==> src/rtl/dll_ctrl_pkg.sv <==
package dll_ctrl_pkg;

    localparam int FINE_BITS = 6;
    localparam int CAP_CELLS = 3;
    localparam int TICK_DIV  = 8;

    typedef enum logic [1:0] {
        CAP_KEEP = 2'd0,
        CAP_ADD  = 2'd1,
        CAP_DROP = 2'd2
    } cap_req_e;

    typedef struct packed {
        logic valid;
        logic slow;
    } pd_sample_t;

endpackage

==> src/rtl/dll_tick_div.sv <==
module dll_tick_div #(
    parameter int DIV = 8
) (
    input  logic clk,
    input  logic rst,
    output logic tick
);
    localparam int CW = (DIV > 1) ? $clog2(DIV) : 1;
    localparam logic [CW-1:0] LAST = CW'(DIV - 1);

    logic [CW-1:0] cnt;

    always_ff @(posedge clk) begin
        if (rst)              cnt <= '0;
        else if (cnt == LAST) cnt <= '0;
        else                  cnt <= cnt + 1'b1;
    end

    assign tick = (cnt == LAST);
endmodule

==> src/rtl/dll_decision_reg.sv <==
module dll_decision_reg
    import dll_ctrl_pkg::*;
(
    input  logic       clk,
    input  logic       rst,
    input  logic       tick,
    input  logic       pd_in,
    output pd_sample_t dec
);
    always_ff @(posedge clk) begin
        if (rst)       dec <= '0;
        else if (tick) dec <= '{valid: 1'b1, slow: pd_in};
    end
endmodule

==> src/rtl/dll_fine_integ.sv <==
module dll_fine_integ
    import dll_ctrl_pkg::*;
#(
    parameter int W = 6
) (
    input  logic         clk,
    input  logic         rst,
    input  logic         tick,
    input  pd_sample_t   dec,
    input  logic         cap_full,
    input  logic         cap_empty,
    output logic [W-1:0] fine,
    output cap_req_e     req
);
    localparam logic [W-1:0] MID = W'(1) << (W - 1);
    localparam logic [W-1:0] TOP = {W{1'b1}};

    logic [W-1:0] fine_q, fine_d;

    always_comb begin
        fine_d = fine_q;
        req    = CAP_KEEP;
        if (tick && dec.valid) begin
            if (dec.slow) begin
                if (fine_q == '0) begin
                    if (!cap_full) begin
                        req    = CAP_ADD;
                        fine_d = MID;
                    end
                end else begin
                    fine_d = fine_q - 1'b1;
                end
            end else begin
                if (fine_q == TOP) begin
                    if (!cap_empty) begin
                        req    = CAP_DROP;
                        fine_d = MID;
                    end
                end else begin
                    fine_d = fine_q + 1'b1;
                end
            end
        end
    end

    always_ff @(posedge clk) begin
        if (rst) fine_q <= MID;
        else     fine_q <= fine_d;
    end

    assign fine = fine_q;
endmodule

==> src/rtl/dll_coarse_therm.sv <==
module dll_coarse_therm
    import dll_ctrl_pkg::*;
#(
    parameter int N = 3
) (
    input  logic         clk,
    input  logic         rst,
    input  cap_req_e     req,
    output logic [N-1:0] cap,
    output logic         full,
    output logic         empty
);
    for (genvar i = 0; i < N; i++) begin : g_cell
        logic up_src, dn_src;
        if (i == 0) begin : g_first
            assign up_src = 1'b1;
        end else begin : g_rest
            assign up_src = cap[i-1];
        end
        if (i == N - 1) begin : g_last
            assign dn_src = 1'b0;
        end else begin : g_body
            assign dn_src = cap[i+1];
        end

        always_ff @(posedge clk) begin
            if (rst) cap[i] <= 1'b0;
            else begin
                case (req)
                    CAP_ADD:  cap[i] <= up_src;
                    CAP_DROP: cap[i] <= dn_src;
                    default:  cap[i] <= cap[i];
                endcase
            end
        end
    end

    assign full  = cap[N-1];
    assign empty = ~cap[0];
endmodule

==> src/rtl/dll_bias_ctrl.sv <==
module dll_bias_ctrl
    import dll_ctrl_pkg::*;
#(
    parameter int FINE_W = FINE_BITS,
    parameter int CAP_N  = CAP_CELLS,
    parameter int DIV    = TICK_DIV
) (
    input  logic              clk,
    input  logic              rst,
    input  logic              pd_slow,
    output logic [FINE_W-1:0] fine_code,
    output logic [CAP_N-1:0]  cap_therm
);
    logic       tick;
    pd_sample_t dec;
    logic       cap_full, cap_empty;
    cap_req_e   req;

    dll_tick_div #(.DIV(DIV)) u_div (
        .clk  (clk),
        .rst  (rst),
        .tick (tick)
    );

    dll_decision_reg u_dec (
        .clk   (clk),
        .rst   (rst),
        .tick  (tick),
        .pd_in (pd_slow),
        .dec   (dec)
    );

    dll_fine_integ #(.W(FINE_W)) u_fine (
        .clk       (clk),
        .rst       (rst),
        .tick      (tick),
        .dec       (dec),
        .cap_full  (cap_full),
        .cap_empty (cap_empty),
        .fine      (fine_code),
        .req       (req)
    );

    dll_coarse_therm #(.N(CAP_N)) u_cap (
        .clk   (clk),
        .rst   (rst),
        .req   (req),
        .cap   (cap_therm),
        .full  (cap_full),
        .empty (cap_empty)
    );
endmodule

==> config.mk <==
export PLATFORM = sky130hd
export DESIGN_NAME = dll_bias_ctrl
export DESIGN_NICKNAME = d
export VERILOG_FILES = /design/src/rtl/dll_ctrl_pkg.sv /design/src/rtl/dll_tick_div.sv /design/src/rtl/dll_decision_reg.sv /design/src/rtl/dll_fine_integ.sv /design/src/rtl/dll_coarse_therm.sv /design/src/rtl/dll_bias_ctrl.sv
export SDC_FILE = /design/constraint.sdc
export NUM_CORES = 1
export LEC_CHECK = 0
export CAP_MARGIN = 20
export CELL_PAD_IN_SITES_DETAIL_PLACEMENT = 1
export CELL_PAD_IN_SITES_GLOBAL_PLACEMENT = 2
export CORE_ASPECT_RATIO = 1.1
export CORE_MARGIN = 2
export CORE_UTILIZATION = 34
export CTS_CLUSTER_DIAMETER = 150
export CTS_CLUSTER_SIZE = 10
export DETAILED_ROUTE_END_ITERATION = 8
export PLACE_DENSITY = 0.9
export SYNTH_ARGS = -nofsm -noshare
export SYNTH_HDL_FRONTEND = slang
export SYNTH_SLANG_ARGS = --single-unit
==> constraint.sdc <==
create_clock -name clk -period 4.4 [get_ports clk]
set_input_delay 0.88 -clock clk [delete_from_list [all_inputs] [get_ports clk]]
set_output_delay 0.88 -clock clk [all_outputs]
set_load 0.02 [all_outputs]
* After elaboration in Yosys (flattened, before gate mapping)
Index checks and enable logic that the tools add are counted.
Widths: inputs -> output; s select.
** Operators by class
- Add/sub/neg operators :: 3
- Multiply operators :: 0
- Divide/modulo/power cells :: 0
- Order comparisons :: 0
- Equality and inequality tests :: 6
- Shifts and indexed selects :: 0
- Muxes and demuxes :: 14
- Bitwise logic cells :: 0
- Reduce and logical (&&, ||, !) cells :: 5
** Operator list (number)
- $mux 6 :: 5
- $mux 2 :: 5
- $add 6x1->6 const B :: 1
- $eq 6x6->1 const B :: 1
- $logic_not 6->1 :: 1
- $pmux 1 s2 :: 3
- $sub 6x1->6 const B :: 1
- $add 3x1->3 const B :: 1
- $eq 3x3->1 const B :: 1
- $ne 3x2->1 const B :: 1
- $ne 3x3->1 const B :: 1
- $reduce_and 3->1 :: 1
- $eq 2x1->1 const B :: 1
- $eq 2x2->1 const B :: 1
- $reduce_bool 2->1 :: 1
- $reduce_or 2->1 :: 1
- $logic_and 1x1->1 :: 1
- $mux 1 :: 1
** Word-level totals
- Register bits :: 14
- Latch bits :: 0
- RAM bits :: 0
- Bits in read-only memories :: 0
- Input port bits :: 3
- Memories kept :: 0

* Logic depth before layout (Yosys ltp)
Gate-level depths: netlist of run 1.
- Word-level depth :: 6
- Mapped depth :: 10
- Mapped depth without buffers :: 10

* Modules after synthesis
A second synthesis of run 1 with hierarchy kept.
** Second synthesis, totals
- Cells, all modules :: 106
- Area, all modules :: 935.9 um2
** Modules (own cells, without submodules)
- dll_fine_integ :: times used 1, cells an instance 74, area each 609.3 um2, sequential area each 120.1 um2
- dll_coarse_therm :: times used 1, cells an instance 18, area each 160.2 um2, sequential area each 60.1 um2
- dll_tick_div :: times used 1, cells an instance 8, area each 105.1 um2, sequential area each 60.1 um2
- dll_decision_reg :: times used 1, cells an instance 6, area each 61.3 um2, sequential area each 40.0 um2

* Least setup slack after synthesis of run 1
Ideal clock, no wire load.
- Kind :: reg-to-reg
- From :: register u_fine.fine_q[0] (netlist: u_fine.fine[0])
- To :: register u_cap.cap[2] (netlist: u_cap.full)
- Library setup time :: 0.065 ns
- Arrival time :: 2.067 ns
- Data required time :: 4.335 ns
- Setup slack :: 2.268 ns
- Cell stages (with the launch flop) :: 10
- Period minus slack after synthesis :: 2.132 ns
- Cells stage by stage :: dfxtp_1 -> inv_1 -> ha_1 -> or3b_4 -> nor3_4 -> nand2_1 -> ha_1 -> nor3b_1 -> a21oi_1 -> nor2_1
** Between the ends
- Cells in the longest elaborated chain, start to end :: 6
** RTL lines
- start: declaration :: RTL line dll_fine_integ.sv:18 : logic [W-1:0] fine_q, fine_d;
- start signal: assignment :: RTL line dll_fine_integ.sv:48 : else fine_q <= fine_d;
- $eq 6x6->1 / $logic_not 6->1 (equally long branches) :: RTL line dll_fine_integ.sv:34, dll_fine_integ.sv:25
- $mux 2, on equally long branches :: RTL line dll_fine_integ.sv:34, dll_fine_integ.sv:25
- $mux 2 (*) :: RTL line dll_fine_integ.sv:24 : if (dec.slow) begin
- $mux 2 (*) :: RTL line dll_fine_integ.sv:23 : if (tick && dec.valid) begin
- $eq 2x2->1 / $eq 2x1->1 (equally long branches) :: RTL line dll_coarse_therm.sv:29 : case (req)
- $pmux 1 s2 / $reduce_bool 2->1 (equally long branches)
- end signal: indexed assignment :: RTL line dll_coarse_therm.sv:30 : CAP_ADD: cap[i] <= up_src;
- end signal: indexed assignment :: RTL line dll_coarse_therm.sv:31 : CAP_DROP: cap[i] <= dn_src;
- end signal: indexed assignment :: RTL line dll_coarse_therm.sv:32 : default: cap[i] <= cap[i];
- end: declaration :: RTL line dll_coarse_therm.sv:9 : output logic [N-1:0] cap,
Every way passes the cells marked *; elsewhere a longest branch is shown, timed or not.
A chain may end at the register's enable or synchronous reset.

* Final worst setup path of run 1
- From :: register u_fine.fine_q[2] (netlist: u_fine.fine[2])
- To :: output fine_code[2]
** RTL lines
- end: declaration :: RTL line dll_bias_ctrl.sv:11 : output logic [FINE_W-1:0] fine_code,
No word-level cell between the ends.

==> results_tabular.tex, run 1 <==
\begin{tabular}{lr}
\hline
Metric & Value \\
\hline
\multicolumn{2}{l}{\textbf{Run status}} \\
Run status & finished clean \\
\multicolumn{2}{l}{\textbf{Routing}} \\
Number of routed nets with antenna violations & 0 \\
DRT Wirelength & 1940 um \\
Total number of vias & 720 \\
Via-to-Cell Ratio & 5.37 \\
1st-pass router iterations & 3 \\
Iteration-0 DRC count of the detailed router & 8 \\
Per-cell routed wire length & 14.5 um \\
Detailed-route DRC error count & 0 \\
\multicolumn{2}{l}{\textbf{Logic synthesis}} \\
Post-synth net total & 105 \\
Ranking of synthesized cells by area & dfxtp\_1 (33\%), ha\_1 (8.9\%), nor2\_1 (5.8\%) \\
Share of the yosys chip area belonging to registers & 0.332 \\
Most used flip-flop cell after synthesis & dfxtp\_1 \\
Count of distinct cell types in the synthesized netlist & 36 \\
Number of register bits inferred by synthesis & 14 \\
Synth warn & 0 \\
Post-synthesis instance total & 96 \\
Post-synthesis area per instance & 8.80 um\^{}2 \\
Top cell type by total area after synthesis & dfxtp\_1 \\
Cell area after technology mapping & 845 um\^{}2 \\
Count of flip-flops with a built-in enable after synthesis & 0 \\
Async set-reset flop share out of synthesis & 0 \\
Top cell type's share of synthesized area & 0.332 \\
\multicolumn{2}{l}{\textbf{Timing}} \\
Layout Skew & 0.00690 ns \\
Final total negative setup slack & 0 ns \\
Final Cycle Share & 0.532 \\
Hold violation count in the final report & 0 \\
Unrepaired setup endpoints after global routing & no \\
Tightest slew margin relative to the limit & 0.612 \\
Actual transition at the worst max-transition pin & 0.580 ns \\
Shortest period the worst path allows & 2.34 ns \\
Slew Viols, Final & 0 \\
Max Clk Rate & 427 MHz \\
Final number of setup-violating endpoints & 0 \\
\multicolumn{2}{l}{\textbf{Floorplan}} \\
FP Rows & 18 \\
Die boundary height & 56.3 um \\
DIE AREA & 2900 um\^{}2 \\
Area of the core region & 2300 um\^{}2 \\
Num ports & 12 \\
Initial core utilization & 0.368 \\
Die Span X & 51.5 um \\
\multicolumn{2}{l}{\textbf{Power}} \\
Leak Pwr & 0.348 nW \\
Worst-case vdd ir drop & 129 uV \\
Power per unit of standard cell area & 214 nW/um\^{}2 \\
\multicolumn{2}{l}{\textbf{Clock network}} \\
Post-CTS Hold Buffers & 0 \\
CTS resizes & 0 \\
Clk pin slew, worst setup/hold paths & 0.08 ns \\
Post-CTS setup buffers & 0 \\
Number of buffers between clock root and the deepest sink & 2 \\
Clock latency on the worst-skew pair & 0.28 ns \\
Number of H-tree branching levels & 1 \\
CTS buffer count & 3 \\
Cell at the root of the clock tree & clkbuf\_4 \\
Clock sink count & 14 \\
CTS tree & built \\
\multicolumn{2}{l}{\textbf{Critical path}} \\
Cell Chain, Critical Path & clkdlybuf4s50\_1 \\
Maximum cell stage delay along the critical path & 0.67 ns \\
Crit path to & fine\_code[2] \\
Worst setup path startpoint & u\_fine.fine[2] \\
Launch instance of the worst register-to-register path & u\_fine.fine[1] \\
Endpoint of the most critical register-to-register path & u\_cap.full \\
Minimum setup slack among reg-to-reg paths & 2.12 ns \\
Critical path depth & 1 \\
Endpoint required time on the critical path & 3.52 ns \\
Maximum fanout along the worst path & 10 \\
Crit path launch type & register \\
Endpoint kind of the worst setup timing path & output pin \\
Arr. time, crit path & 1.46 ns \\
Master of the slowest instance on the critical path & clkdlybuf4s50\_1 \\
Top delay family on crit path & buffers and inverters \\
Register-to-Register Path Depth & 9 \\
Setup CP Type & reg2out \\
Buffering stage count on the worst path with inverters included & 1 \\
\multicolumn{2}{l}{\textbf{Final layout}} \\
Post-synthesis to final-layout area growth & 15.9\% \\
Antenna fix cells & 0 \\
Number of filler instances in the final layout & 290 \\
Proportion of layout cells with a drive suffix above 1 & 0.0962 \\
Most frequent cells in the layout & dfxtp\_1 (14), nor2\_1 (13), clkdlybuf4s50\_1 (11) \\
Combined area of the multi-input logic cells & 513 um\^{}2 \\
Final net count & 115 \\
Leading cell type in the layout, fill and taps excluded & dfxtp\_1 \\
Register cell area after layout & 280 um\^{}2 \\
Fin area & 978 um\^{}2 \\
\multicolumn{2}{l}{\textbf{Job}} \\
Max-cap violations & 0 \\
\multicolumn{2}{l}{\textbf{Place}} \\
Area of placed instances & 956 um\^{}2 \\
Placed wire-length estimate & 1470 um \\
Number of input and output port buffers inserted & 11 \\
Placer's final routability congestion estimate & 0.877 \\
\multicolumn{2}{l}{\textbf{Worst hold path}} \\
Number of instances on the worst hold path & 1 \\
Class of the tightest hold or removal check & reg2reg \\
\multicolumn{2}{l}{\textbf{Global routing}} \\
Vias in the first global route & 691 \\
Global-route wire length before repair & 3290 um \\
Overall global routing resource usage & 0.151 \\
Number of antenna violations at the first check in global routing & 0 \\
Largest net degree at the start of global routing & 16 \\
Total gr overflow & 0 \\
\hline
\end{tabular}
synth_stat cells, types with 2 or more instances:
library cell,n
nand2_1,6
nor3_1,4
dfxtp_1,14
nor2b_1,2
a21oi_1,6
nor2_1,13
ha_1,6
a311oi_1,3
buf_4,3
mux2i_1,2
o21ai_0,4
nand3_1,2
nor3b_1,3
inv_1,3
buf_2,2
o31ai_1,2
nor4_1,2
per-layer routing:
| layer | track usage | part of all wire | vias up |
|---|---|---|---|
| met1 | 0.200 | 0.48 | 339 |
| li1 | - | - | 371 |
| met5 | 0 | 0 | - |
| met4 | 0.0564 | 0.010 | 0 |
| met3 | 0.0372 | 0.030 | 2 |
| met2 | 0.233 | 0.48 | 8 |
layout make-up:
class                   instances  area share
inverters                       4      0.0153
flip-flops and latches         14       0.286
well taps                      30      0.0384
multi-input cells              72       0.524
clock buffers                   3      0.0230
repair buffers                 11       0.113
metrics by stage:
stage | std cells | hold WS (ns) | power [mW] | worst slack [ns] | util
after floorplan | 96 | 0.404 | 0.137 | 2.27 | -
after global placement | 131 | 0.418 | 0.141 | 2.22 | 0.416
after detailed placement | 131 | 0.430 | 0.141 | 2.12 | 0.416
after CTS | 134 | 0.443 | 0.214 | 2.07 | 0.426
after global routing | 134 | 0.465 | 0.218 | 1.91 | 0.426
final | 134 | 0.434 | 0.209 | 2.06 | 0.426
flip-flops by register name (all words and copies together) (netlist names):
signal and cells:
u_fine.fine 6, u_div.cnt 3, u_dec.dec 2, u_cap.full 1, u_cap.g_cell.dn_src 1, u_cap.g_cell.up_src 1
power by group:
group | total (mW) | internal (mW) | switching, mW
combinational | 0.00788 | 0.00399 | 0.00389
clock | 0.0711 | 0.0317 | 0.0394
sequential | 0.130 | 0.129 | 0.000958
worst min-delay path by stage:
stage                     slack (ns)    startpoint      endpoint
after CTS                       0.44  u_div.cnt[0]  u_div.cnt[0]
after detailed placement        0.43  u_div.cnt[0]  u_div.cnt[0]
final                           0.43  u_div.cnt[0]  u_div.cnt[0]
after global placement          0.42  u_div.cnt[0]  u_div.cnt[0]
after global routing            0.46  u_div.cnt[0]  u_div.cnt[0]
after floorplan                 0.40  u_div.cnt[0]  u_div.cnt[0]
kinds of logic (layout without fill, tap and decap cells):
family,after synthesis,after routing,share of synthesized area
AND/OR/NAND/NOR,40,40,0.271
AO/OA/AOI/OAI,24,24,0.224
flip-flops,14,14,0.332
buffers and inverters,10,18,0.0607
adder cells (fa/ha/maj),6,6,0.0889
multiplexers,2,2,0.0237
Power figures use the tool's default switching activity.
==> run 2, diff against run 1 <==
--- a/config.mk
+++ b/config.mk
@@ -10,11 +10,11 @@
 export CELL_PAD_IN_SITES_GLOBAL_PLACEMENT = 2
 export CORE_ASPECT_RATIO = 1.1
 export CORE_MARGIN = 2
-export CORE_UTILIZATION = 34
+export CORE_UTILIZATION = 31
 export CTS_CLUSTER_DIAMETER = 150
 export CTS_CLUSTER_SIZE = 10
 export DETAILED_ROUTE_END_ITERATION = 8
-export PLACE_DENSITY = 0.9
+export PLACE_DENSITY = 0.84
 export SYNTH_ARGS = -nofsm -noshare
 export SYNTH_HDL_FRONTEND = slang
 export SYNTH_SLANG_ARGS = --single-unit
==> constraint.sdc (replaced) <==
create_clock -name clk -period 2.2 [get_ports clk]
set_input_delay 0.44 -clock clk [delete_from_list [all_inputs] [get_ports clk]]
set_output_delay 0.44 -clock clk [all_outputs]
set_load 0.02 [all_outputs]
==> run 2 against run 1 <==
  * Global-route usage is 1.2 points higher
  * Non-clock buffer count is 9 higher
  * Die area is 8.9% higher
  * Setup slack worse by 1.9 ns
  * Core utilization down 0.59 points
  * Sequential share of layout area down 2.4 points
  * Power rose by 120%
  * Hold slack better by 0.011 ns
  * Sequential power up 100%
  * Clock power increased to 2.7 times the previous value
  * First-iteration DRC count up 63%
  * Routed wire length grew 11%
  * Critical path type is now reg2reg
  * Largest cell class unchanged
==> results_tabular.tex, run 2 (synthesis gave the netlist of run 1 again) <==
\begin{tabular}{lr}
\hline
Metric & Value \\
\hline
\multicolumn{2}{l}{\textbf{Run status}} \\
Run status & finished clean \\
\multicolumn{2}{l}{\textbf{Critical path}} \\
Buffering stage count on the worst path with inverters included & 1 \\
Endpoint kind of the worst setup timing path & register \\
Cell Chain, Critical Path & inv\_1 -> ha\_1 -> or3b\_4 -> nor3\_4 -> nand2\_1 -> ha\_2 -> nor2\_1 -> a221oi\_1 \\
Setup CP Type & reg2reg \\
Endpoint required time on the critical path & 2.39 ns \\
Master of the slowest instance on the critical path & or3b\_4 \\
Crit path launch type & register \\
Top delay family on crit path & simple AND/OR/NAND/NOR gates \\
Maximum cell stage delay along the critical path & 0.41 ns \\
Arr. time, crit path & 2.28 ns \\
Maximum fanout along the worst path & 6 \\
\multicolumn{2}{l}{\textbf{Timing}} \\
Shortest period the worst path allows & 2.09 ns \\
Final total negative setup slack & 0 ns \\
Layout Skew & 0.00433 ns \\
Hold violation count in the final report & 0 \\
Max Clk Rate & 479 MHz \\
Slew Viols, Final & 0 \\
Final Cycle Share & 0.949 \\
Actual transition at the worst max-transition pin & 0.581 ns \\
Unrepaired setup endpoints after global routing & yes \\
Tightest slew margin relative to the limit & 0.612 \\
Final number of setup-violating endpoints & 0 \\
Hold Worst Slack & 0.445 ns \\
\multicolumn{2}{l}{\textbf{Power}} \\
Power per unit of standard cell area & 436 nW/um\^{}2 \\
Worst-case vdd ir drop & 316 uV \\
Power share of the clock group & 0.406 \\
Sw Pwr & 0.0990 mW \\
Switching fraction of total power & 0.212 \\
P\_int & 0.367 mW \\
Leak Pwr & 0.397 nW \\
Overall Power & 0.466 mW \\
Sequential fraction of design power & 0.558 \\
Combinational cell fraction of total power & 0.036 \\
\multicolumn{2}{l}{\textbf{Global routing}} \\
Global-route wire length before repair & 3730 um \\
Largest net degree at the start of global routing & 16 \\
Vias in the first global route & 794 \\
Overall global routing resource usage & 0.163 \\
Number of antenna violations at the first check in global routing & 0 \\
Total gr overflow & 0 \\
\multicolumn{2}{l}{\textbf{Routing}} \\
1st-pass router iterations & 4 \\
Number of routed nets with antenna violations & 0 \\
Total number of vias & 781 \\
Via-to-Cell Ratio & 5.39 \\
Detailed-route DRC error count & 0 \\
Iteration-0 DRC count of the detailed router & 13 \\
Per-cell routed wire length & 14.9 um \\
DRT Wirelength & 2150 um \\
\multicolumn{2}{l}{\textbf{Floorplan}} \\
Die boundary height & 58.7 um \\
Num ports & 12 \\
Die Span X & 53.8 um \\
FP Rows & 19 \\
Initial core utilization & 0.332 \\
DIE AREA & 3160 um\^{}2 \\
Area of the core region & 2540 um\^{}2 \\
\multicolumn{2}{l}{\textbf{Worst hold path}} \\
Class of the tightest hold or removal check & reg2reg \\
\multicolumn{2}{l}{\textbf{Final layout}} \\
Most frequent cells in the layout & dfxtp\_1 (14), nor2\_1 (13), clkdlybuf4s50\_1 (11) \\
Number of flip-flops in the largest register & 6 \\
Fin area & 1070 um\^{}2 \\
Final net count & 124 \\
Proportion of layout cells with a drive suffix above 1 & 0.193 \\
Leading cell type in the layout, fill and taps excluded & dfxtp\_1 \\
Post-synthesis to final-layout area growth & 26.5\% \\
Antenna fix cells & 0 \\
Fin util & 0.420 \\
\multicolumn{2}{l}{\textbf{Clock network}} \\
Number of H-tree branching levels & 1 \\
Clk pin slew, worst setup/hold paths & 0.09 ns \\
Number of buffers between clock root and the deepest sink & 2 \\
CTS buffer count & 3 \\
CTS tree & built \\
Clock latency on the worst-skew pair & 0.28 ns \\
Cell at the root of the clock tree & clkbuf\_4 \\
Clock sink count & 14 \\
Post-CTS Hold Buffers & 0 \\
\multicolumn{2}{l}{\textbf{Place}} \\
Placed wire-length estimate & 1680 um \\
Number of input and output port buffers inserted & 11 \\
Area of placed instances & 1020 um\^{}2 \\
Placer's final routability congestion estimate & 0.784 \\
\multicolumn{2}{l}{\textbf{Job}} \\
Max-cap violations & 0 \\
\hline
\end{tabular}
## run 2: cell count changes in the layout (fill, tap and decap cells not counted)
cell	change
clkbuf_8	+1
nor3b_2	+1
ha_1	-1
ha_2	+1
nor3b_1	-1
buf_4	+9
## run 2: routing by layer
metal	part of all wire	wire length, um	track usage
met1	0.42	907	0.206
met2	0.54	1160	0.270
met3	0.042	91	0.0558
met4	0	0	0.0220
met5	0	0	0
## run 2: repair_timing
| item | CTS | global route |
|---|---|---|
| endpoints found under the setup margin | 0 | 3 |
| resized for setup | 0 | 2 |
| buffers inserted | 0 | 1 |
## run 2: per-stage QoR
stage | cells | worst slack, ns
2_1_floorplan | 96 | 0.0680
3_3_place_gp | 140 | 0.170
3_5_place_dp | 140 | 0.0935
4_1_cts | 144 | 0.0729
5_1_grt | 145 | -0.0111
6_report | 145 | 0.113
## run 2: area by class of cell
type                    count  area, um^2
flip-flops and latches     14         280
inverters                   4        15.0
fillers                   301        1480
clock buffers               4        36.3
well taps                  31        38.8
repair buffers             20         178
multi-input cells          72         520
## run 2: power groups by stage
stage	sequential (mW)	combinational, mW	clock, mW
6_report	0.260	0.0167	0.189
2_1_floorplan	0.266	0.00929	0
3_3_place_gp	0.266	0.0160	0
5_1_grt	0.261	0.0196	0.214
3_5_place_dp	0.266	0.0174	0
4_1_cts	0.260	0.0174	0.194
## run 2: worst paths after layout
path | slack, ns | cells past startpoint | from | to
hold / removal | 0.45 | 1 | u_div.cnt[0] | u_div.cnt[0]
hold reg to reg | 0.45 | 1 | u_div.cnt[0] | u_div.cnt[0]
setup / recovery | 0.11 | 8 | u_fine.fine[1] | u_cap.g_cell[1].up_src
setup reg to reg | 0.11 | 8 | u_fine.fine[1] | u_cap.g_cell[1].up_src
